[config.mk]
export PLATFORM = sky130hd
export DESIGN_NAME = tpmp_pipeline
export DESIGN_NICKNAME = d
export VERILOG_FILES = /design/src/rtl/tpmp_pkg.sv /design/src/rtl/tpmp_celem.sv /design/src/rtl/tpmp_latch_ctrl.sv /design/src/rtl/tpmp_stage.sv /design/src/rtl/tpmp_pipeline.sv
export SDC_FILE = /design/constraint.sdc
export NUM_CORES = 1
export LEC_CHECK = 0
export BUFFER_PORTS_ARGS = -buffer_cell sky130_fd_sc_hd__buf_2
export CORE_UTILIZATION = 30
export DETAILED_ROUTE_END_ITERATION = 10
export GPL_ROUTABILITY_DRIVEN = 0
export GPL_TIMING_DRIVEN = 1
export PLACE_DENSITY = 0.49
export SETUP_SLACK_MARGIN = 0.3
export SLEW_MARGIN = 30
export SYNTH_ARGS = -nofsm -noshare
export SYNTH_HDL_FRONTEND = slang
export SYNTH_SLANG_ARGS = --single-unit
[constraint.sdc]
create_clock -name clk -period 1.8 [get_ports clk]
set_clock_uncertainty 0.05 [all_clocks]
set_input_delay 0.36 -clock clk [delete_from_list [all_inputs] [get_ports clk]]
set_output_delay 0.36 -clock clk [all_outputs]
set_load 0.05 [all_outputs]
[src/rtl/tpmp_pkg.sv]
// Package: shared helpers for the transition-signalled pipeline.
// Assumes toggle lines are single bits sampled on the block clock.
package tpmp_pkg;
    // An event is outstanding when the two sides of a toggle pair differ.
    function automatic logic pending(input logic side_a, input logic side_b);
        return side_a ^ side_b;
    endfunction
endpackage

[src/rtl/tpmp_celem.sv]
// Module: registered Muller C-element.
// What it does: the output follows the inputs only when all of them agree;
// otherwise it keeps its last value.
// Assumes: inputs are already synchronous to clk.
module tpmp_celem #(
    parameter int INPUTS = 2
) (
    input  logic              clk,
    input  logic              rst_n,
    input  logic [INPUTS-1:0] c_in,
    output logic              c_out
);
    // State update: set on all-ones, clear on all-zeros, hold otherwise.
    always_ff @(posedge clk) begin
        if (!rst_n)
            c_out <= 1'b0;
        else if (&c_in)
            c_out <= 1'b1;
        else if (~|c_in)
            c_out <= 1'b0;
    end

    // an output change needs agreeing inputs in the previous cycle
    p_agree_r5: assert property (@(posedge clk) disable iff (!rst_n)
        !$stable(c_out) |-> ($past(&c_in) || $past(~|c_in)));
endmodule

[src/rtl/tpmp_latch_ctrl.sv]
// Module: capture/pass latch controller.
// What it does: a toggle on cap_ev makes it hold d and flip cap_done. A toggle
// on pass_ev makes it transparent again and flip pass_done.
// Assumes: either polarity of a toggle means the same event; the handshake
// around it never raises both events together.
module tpmp_latch_ctrl
    import tpmp_pkg::*;
#(
    parameter int WIDTH = 8
) (
    input  logic             clk,
    input  logic             rst_n,
    input  logic             cap_ev,
    input  logic             pass_ev,
    input  logic [WIDTH-1:0] d,
    output logic [WIDTH-1:0] q,
    output logic             cap_done,
    output logic             pass_done
);
    logic             held;
    logic [WIDTH-1:0] data_q;
    logic             cap_pend;
    logic             pass_pend;

    // Outstanding events: event line differs from its completion line.
    always_comb begin
        cap_pend  = pending(cap_ev, cap_done);
        pass_pend = pending(pass_ev, pass_done);
    end

    // Latch state: capture holds the data, pass releases it.
    always_ff @(posedge clk) begin
        if (!rst_n) begin
            held      <= 1'b0;
            data_q    <= '0;
            cap_done  <= 1'b0;
            pass_done <= 1'b0;
        end else if (cap_pend) begin
            held     <= 1'b1;
            data_q   <= d;
            cap_done <= ~cap_done;
        end else if (pass_pend) begin
            held      <= 1'b0;
            pass_done <= ~pass_done;
        end
    end

    // Output: held word, or the input when transparent.
    always_comb q = held ? data_q : d;

    // capture completes one cycle after it is requested
    p_cap_done_r6: assert property (@(posedge clk) disable iff (!rst_n)
        cap_pend |=> (cap_done != $past(cap_done)));
    // pass completes one cycle after it is requested
    p_pass_done_r6: assert property (@(posedge clk) disable iff (!rst_n)
        (pass_pend && !cap_pend) |=> (pass_done != $past(pass_done)));
    // capture and pass are never outstanding together
    p_no_overlap_r6: assert property (@(posedge clk) disable iff (!rst_n)
        !(cap_pend && pass_pend));
    // a holding latch keeps its output
    p_hold_stable_r6: assert property (@(posedge clk) disable iff (!rst_n)
        (held && $past(held) && $past(rst_n)) |-> $stable(q));
endmodule

[src/rtl/tpmp_stage.sv]
// Module: one micropipeline stage.
// What it does: the C-element joins the incoming request with the latch's
// pass-done event to make the capture event. The downstream acknowledge is
// the pass event. Capture-done goes out as both the upstream acknowledge and
// the downstream request.
// Assumes: the upstream keeps data stable while its request is pending.
module tpmp_stage #(
    parameter int WIDTH = 8
) (
    input  logic             clk,
    input  logic             rst_n,
    input  logic             req_in,
    input  logic [WIDTH-1:0] data_in,
    output logic             ack_out,
    output logic             req_out,
    output logic [WIDTH-1:0] data_out,
    input  logic             ack_in
);
    logic       cap_ev;
    logic       cap_done;
    logic       pass_done;
    logic [1:0] join_in;

    // C-element inputs: new request, and the latch being free again.
    always_comb join_in = {req_in, ~pass_done};

    tpmp_celem #(.INPUTS(2)) u_join (
        .clk   (clk),
        .rst_n (rst_n),
        .c_in  (join_in),
        .c_out (cap_ev)
    );

    tpmp_latch_ctrl #(.WIDTH(WIDTH)) u_latch (
        .clk       (clk),
        .rst_n     (rst_n),
        .cap_ev    (cap_ev),
        .pass_ev   (ack_in),
        .d         (data_in),
        .q         (data_out),
        .cap_done  (cap_done),
        .pass_done (pass_done)
    );

    // Completion of capture is both handshake outputs.
    always_comb begin
        ack_out = cap_done;
        req_out = cap_done;
    end

    // the stage issues a new request only once the previous one is acknowledged
    p_req_after_ack_r4: assert property (@(posedge clk) disable iff (!rst_n)
        !$stable(req_out) |-> $past(req_out == ack_in));
    // the outgoing bundle stays put while its request is pending
    p_data_stable_r4: assert property (@(posedge clk) disable iff (!rst_n)
        ((req_out != ack_in) && $past(req_out != ack_in) && $past(rst_n)) |-> $stable(data_out));
endmodule

[src/rtl/tpmp_pipeline.sv]
// Module: top of an N-stage transition-signalled pipeline.
// What it does: chains STAGES stages. Each stage's acknowledge feeds the
// stage before it, and each stage's request and data feed the stage after.
// Assumes: handshake inputs are synchronous to clk.
module tpmp_pipeline #(
    parameter int STAGES = 3,
    parameter int WIDTH  = 8
) (
    input  logic             clk,
    input  logic             rst_n,
    input  logic             in_req,
    input  logic [WIDTH-1:0] in_data,
    output logic             in_ack,
    output logic             out_req,
    output logic [WIDTH-1:0] out_data,
    input  logic             out_ack
);
    localparam int NODES = STAGES + 1;

    logic [NODES-1:0] req_chain;
    logic [NODES-1:0] ack_chain;
    logic [WIDTH-1:0] dat_chain [NODES];

    // Edge connections of the chain.
    always_comb begin
        req_chain[0]      = in_req;
        dat_chain[0]      = in_data;
        ack_chain[STAGES] = out_ack;
        in_ack            = ack_chain[0];
        out_req           = req_chain[STAGES];
        out_data          = dat_chain[STAGES];
    end

    for (genvar s = 0; s < STAGES; s++) begin : g_stage
        tpmp_stage #(.WIDTH(WIDTH)) u_stage (
            .clk      (clk),
            .rst_n    (rst_n),
            .req_in   (req_chain[s]),
            .data_in  (dat_chain[s]),
            .ack_out  (ack_chain[s]),
            .req_out  (req_chain[s+1]),
            .data_out (dat_chain[s+1]),
            .ack_in   (ack_chain[s+1])
        );
    end

    // input acknowledge only answers a pending request
    p_ack_answers_r3: assert property (@(posedge clk) disable iff (!rst_n)
        !$stable(in_ack) |-> $past(in_req != in_ack));
    // reset empties the pipeline
    p_reset_empty_r2: assert property (@(posedge clk)
        $past(!rst_n) |-> (!in_ack && !out_req));
endmodule

==> impl_metrics.ini, run 1 <==
[worst_setup_path]
start_kind = flip-flop
reg2reg_depth = 10
cpPeakStageDelay_ns = 0.34
path_buf_inv = 2
cp_slowest_cell = dfxtp_2
cp_max_fo = 5
cp.arrival_ns = 1.49
cp.depth = 5
critPathKind = reg -> out
cp.required_ns = 1.39
crit_path_end_kind = output port
cp_cell_sequence = buf_6, mux2i_4, nor2b_4, o21ai_1, buf_4
crit_family = flip-flops

[grt]
grt_pass1_vias = 1324
grt_first_pass_wirelength_um = 6260
grt_overflow = 0
grt_max_degree = 27
grt.total_usage_pct = 13.5
antenna_found_initial = 0

[synthesis]
syn-num-nets = 212
yosysSeqAreaShare_pct = 40.8
synthSimpleGateAreaFrac_pct = 22.5
synth_fa_ha_area_share_pct = 2.13
mappedNetlistArea_mm2 = 0.00177
ys_types = 25
netlist_instances = 197
synth_mux_area_share_pct = 7.37
yosys_register_bits = 36
synth_compound_gate_area_share_pct = 15.7
yosysWarnings = 0
syn_avg_cell_area_um2 = 8.96
synth_xor_area_share_pct = 4.32
synth_top_family_by_area = simple AND/OR/NAND/NOR gates

[min_path]
hold-path-cell-count = 3
min_path_type = in -> reg

[status]
violations = setup timing
status = complete, but fails checks

[clock_tree]
numCtsBuffers = 5
cts_root_buf = clkbuf_8
htree_levels = 2
cts.sinks = 36
clk_pin_slew_ns = 0.07
cts.path.max_buffers = 2
cts_tree = yes
worst_skew_pair.late_latency_ns = 0.29
holdBufCountCts = 0

[routing]
dr_wl_met3_um = 101
wl_per_cell_um = 12.7
viasPerCell = 4.56
routed.top_layer = met4
drt_iter0_drc = 49
wirelength_um = 3880
met2_length_um = 1850
antenna_left = 0
firstDrtPassIters = 3
route.detailed.drc = 0
wl_met1_um = 1870
via_count = 1390

[power]
cellLeakagePower_nw = 1.05
ir_worst_vdd_uv = 450
total_power_mw = 1.79
power_density_mw_per_mm2 = 753

[floorplan]
die_h_um = 78.7
start_util_pct = 31.7
ios = 22
rows = 27
fp.coreArea_mm2 = 0.00557
die_x_um = 78.7
dieArea_mm2 = 0.00620

[placement]
hpwl_um = 2520
portBuffers = 21
place_area_mm2 = 0.00195
pre_cts_ws_ns = 0.0657

[timing]
timing.final.crit_share_pct = 105
max_freq_ghz = 0.527
fin_ws_ns = -0.0976
grt_setup_unrepaired = true
worstMarginPinSlew_ns = 0.402
final_hold_viol_count = 0
period_minus_slack_ns = 1.90
drv_slew = 0
finalSetupViolCount = 8
relSlewSlack_pct = 73.2
whs_ns = 0.292

[layout]
area_growth_pct = 34.8
final_layout_size_suffix_gt1_share_pct = 36.9
final_core_util_pct = 42.7
final_cell_area_mm2 = 0.00238
num-nets-final = 248
antennaDiodeCount = 0
final.fill_count = 558

[run]
maxCapViolCount = 0
[final timing paths]
check                                                                        from                                                 to  slack [ns]
worst max-delay path                 g_stage[0].u_stage.u_latch.held$_SDFFE_PN0P_                                        out_data[2]        -0.1
worst min-delay path                                                   in_data[6]  g_stage[0].u_stage.u_latch.data_q[6]$_SDFFE_PN0N_        0.29
worst max register to register       g_stage[0].u_stage.u_latch.held$_SDFFE_PN0P_  g_stage[1].u_stage.u_latch.data_q[2]$_SDFFE_PN0N_        0.21
worst min register to register  g_stage[2].u_stage.u_latch.data_q[2]$_SDFFE_PN0N_  g_stage[2].u_stage.u_latch.data_q[2]$_SDFFE_PN0N_        0.42
[flip-flops by register name, indices dropped and copies added, names as in the netlist]
name                               flops
g_stage.u_stage.u_latch.cap_done       3
g_stage.u_stage.u_latch.held           3
g_stage.u_stage.u_join.c_out           3
g_stage.u_stage.u_latch.pass_done      3
g_stage.u_stage.u_latch.data_q        24
[metal layers]
metal / track usage, % / vias up
met5: 0 / -
li1: - / 730
met3: 3.45 / 8
met4: 6.11 / 0
met2: 22.3 / 19
met1: 16.4 / 633
[logic make-up (layout without fill, tap and decap cells)]
kind of cell | count (synthesis) | in the layout
simple gates | 80 | 80
compound gates | 36 | 36
flops | 36 | 36
buf+inv | 22 | 58
mux | 13 | 13
xor+xnor | 7 | 7
fa+ha+maj | 3 | 3
[what timing repair did]
action                                  in CTS  in global routing
setup buffers                               10                  5
endpoints found under the setup margin       8                  9
endpoints found under the hold margin        0                  0
pin swaps                                    4                  4
gates resized for setup                     36                 26
[layout make-up]
class | instances | area [µm²] | share of cell area (%)
Timing Repair Buffer | 48 | 389 | 16.4
Clock inverter | 1 | 5.00 | 0.210
Sequential cell | 36 | 727 | 30.5
Multi-Input combinational cell | 139 | 1080 | 45.6
Inverter | 3 | 11.3 | 0.473
Tap cell | 72 | 90.1 | 3.79
Clock buffer | 6 | 72.6 | 3.05
[stage by stage]
step                TNS, ns  std cells
floorplan                 0        197
global placement          0        283
detailed placement        0        283
CTS                  -0.809        300
global route          -1.07        305
finish               -0.537        305
[cells in the mapped netlist, drive strengths merged]
| master | count | area share (%) |
|---|---|---|
| nand2 | 42 | 8.9 |
| dfxtp | 36 | 41 |
| nor2b | 21 | 7.4 |
| buf | 14 | 5.4 |
| mux2i | 13 | 7.4 |
| a21boi | 9 | 3.8 |
| o211a | 8 | 4.5 |
| o22ai | 8 | 3.5 |
| nand2b | 6 | 2.1 |
| clkbuf | 5 | 1.1 |
| nand3b | 5 | 2.1 |
| o31ai | 5 | 2.1 |
| xnor2 | 4 | 2.0 |
| a21oi | 3 | 0.85 |
| and2 | 3 | 1.1 |
| ha | 3 | 2.1 |
| inv | 3 | 0.64 |
| nand3 | 3 | 0.85 |
| o21ai | 3 | 0.85 |
| xor2 | 3 | 2.3 |
[worst reg2reg max path, stage by stage, from the launching register on]
cell,delay (ns)
dfxtp_2,0.33
buf_6,0.14
mux2i_4,0.19
buf_4,0.14
buf_6,0.10
buf_6,0.10
buf_6,0.10
buf_6,0.10
buf_6,0.10
nand2_2,0.05
o211a_1,0.14
[placed cells by master (no fill, tap or decap), types with 4 or more instances in the layout]
cell,n
buf_4,21
xnor2_1,4
mux2i_4,4
nand2_1,41
a21boi_0,9
dfxtp_1,31
o22ai_1,6
nand3b_1,5
nor2b_4,8
nor2b_1,13
dfxtp_2,5
nand2b_1,6
mux2i_2,4
buf_6,13
mux2i_1,5
clkbuf_8,5
buf_2,13
o211a_1,8
o31ai_2,4
[power by group]
part | internal [mW] | switching [mW] | total [mW]
registers | 0.818 | 0.0185 | 0.837
clock network | 0.263 | 0.272 | 0.534
logic | 0.212 | 0.209 | 0.421
total | 1.29 | 0.499 | 1.79
Note: power is estimated with default switching activity, not from simulation.
==> inputs of run 2 (changes only) <==
--- a/constraint.sdc
+++ b/constraint.sdc
@@ -3,3 +3,3 @@
 set_input_delay 0.36 -clock clk [delete_from_list [all_inputs] [get_ports clk]]
 set_output_delay 0.36 -clock clk [all_outputs]
-set_load 0.05 [all_outputs]
+set_load 0.01 [all_outputs]
==> run 2 against run 1 <==
Effect of this change: sequential cell count is the same; the flow still finishes with violations (setup timing); critical path type unchanged; clock power grew 11%; first-iteration DRC count grew 86%; sequential power is essentially flat.
==> impl_metrics.ini, run 2 (synthesis gave the netlist of run 1 again) <==
[status]
status = complete, but fails checks
violations = setup timing

[clock_tree]
clk_pin_slew_ns = 0.07
cts_tree = yes
numCtsBuffers = 5
cts.path.max_buffers = 2
worst_skew_pair.late_latency_ns = 0.28
cts_root_buf = clkbuf_8
cts.sinks = 36
htree_levels = 2

[grt]
grt_max_degree = 45
grt_first_pass_wirelength_um = 6200
antenna_found_initial = 0
grt_pass1_vias = 1328
grt_overflow = 0
grt.total_usage_pct = 13.1

[layout]
final_cells = 299
area_growth_pct = 27.4
largest_register_ffs = 24
antennaDiodeCount = 0
final_cell_area_mm2 = 0.00225
final_common_cell = nand2_1
multi_input_comb_area_mm2 = 0.00105
num-nets-final = 241
final_layout_size_suffix_gt1_share_pct = 31.7
final.fill_count = 574
ff_latch_area_um2 = 722
final_cell_mix = nand2_1, dfxtp_1, buf_2, buf_4, nor2b_1
top_register = g_stage.u_stage.u_latch.data_q

[timing]
max_freq_ghz = 0.548
drv_slew = 0
grt_setup_unrepaired = true
worstMarginPinSlew_ns = 0.285
relSlewSlack_pct = 81.0
fin_ws_ns = -0.0238
finalSetupViolCount = 5
timing.final.crit_share_pct = 101
whs_ns = 0.288
period_minus_slack_ns = 1.82
final_hold_viol_count = 0

[floorplan]
rows = 27
ios = 22
fp.coreArea_mm2 = 0.00557
die_x_um = 78.7
start_util_pct = 31.7
die_h_um = 78.7
dieArea_mm2 = 0.00620

[worst_setup_path]
cp_cell_sequence = buf_6, mux2i_4, nor2b_4, o31ai_2, buf_2
rrSetupSlack_ns = 0.43
cp.required_ns = 1.39
timing.rr.end = g_stage[2].u_stage.u_latch.data_q[3]$_SDFFE_PN0N_
cp.depth = 5
cpPeakStageDelay_ns = 0.33
r2r_start = g_stage[0].u_stage.u_latch.held$_SDFFE_PN0P_
reg2reg_depth = 6
crit_path_end_kind = output port
critPathKind = reg -> out
cp_slowest_cell = dfxtp_2
path_buf_inv = 2
crit_family = flip-flops
cp.arrival_ns = 1.41
start_kind = flip-flop
cp_max_fo = 4

[routing]
firstDrtPassIters = 4
route.detailed.drc = 0
antenna_left = 0
drt_iter0_drc = 91
via_count = 1363
viasPerCell = 4.56
wirelength_um = 3630
wl_per_cell_um = 12.1

[min_path]
min_path_type = in -> reg
min_to = g_stage[0].u_stage.u_latch.data_q[3]$_SDFFE_PN0N_
hold-path-cell-count = 3
min-delay-start = in_data[3]

[power]
ir_worst_vdd_uv = 443
power_density_mw_per_mm2 = 761
cellLeakagePower_nw = 0.989

[run]
maxCapViolCount = 0

[placement]
hpwl_um = 2420
place_area_mm2 = 0.00195
dp.cells = 281
portBuffers = 21
[run 2: worst max-delay path by stage]
stage / from / slack (ns) / to
2_1_floorplan: g_stage[0].u_stage.u_latch.held$_SDFFE_PN0P_ / 0.30 / out_data[6]
3_3_place_gp: g_stage[0].u_stage.u_latch.held$_SDFFE_PN0P_ / 0.20 / out_data[7]
3_5_place_dp: g_stage[0].u_stage.u_latch.held$_SDFFE_PN0P_ / 0.20 / out_data[0]
4_1_cts: g_stage[0].u_stage.u_latch.held$_SDFFE_PN0P_ / -0.05 / out_data[0]
5_1_grt: g_stage[0].u_stage.u_latch.held$_SDFFE_PN0P_ / -0.1 / out_data[0]
6_report: g_stage[0].u_stage.u_latch.held$_SDFFE_PN0P_ / -0.02 / out_data[0]
[run 2: area by class of cell]
cell class / instances / area share, %
clock buffer: 6 / 3.67
clock inverter: 2 / 0.445
multi-input combinational: 139 / 46.5
sequential: 36 / 32.1
tap: 72 / 4.00
timing repair buffer: 41 / 12.8
inverter: 3 / 0.501
[run 2: where the power goes]
group | internal (mW) | switching, mW | total (mW)
Sequential | 0.818 | 0.0172 | 0.835
Clock | 0.305 | 0.288 | 0.593
Combinational | 0.159 | 0.125 | 0.284
[run 2: what timing repair did]
item,CTS,global route
pin swaps,8,1
hold buffers,0,0
setup endpoints to repair,8,8
resized for setup,22,10
setup buffers,5,5
cloned,0,0
[run 2: layer usage]
metal	track usage [%]	vias up	routed length, µm
met2	21.5	19	1670
li1	-	711	-
met4	5.00	0	40
met1	16.2	627	1770
met3	3.56	6	148
met5	0	-	0
[run 2: metrics by stage]
stage          TNS [ns]  setup WS (ns)  utilization, %  total power [mW]
2_1_floorplan         0          0.302               -              1.00
4_1_cts          -0.166        -0.0458            38.8              1.71
3_5_place_dp          0          0.199            35.0              1.05
5_1_grt          -0.640        -0.0986            40.4              1.81
6_report        -0.0769        -0.0238            40.4              1.71
3_3_place_gp          0          0.203            35.0              1.05
[run 2: worst reg2reg max path, stage by stage (launching register included)]
cell and delay [ns]:
dfxtp_2 0.34, buf_6 0.14, mux2i_1 0.22, nor2b_2 0.20, buf_4 0.12, buf_4 0.09
o22ai_1 0.08
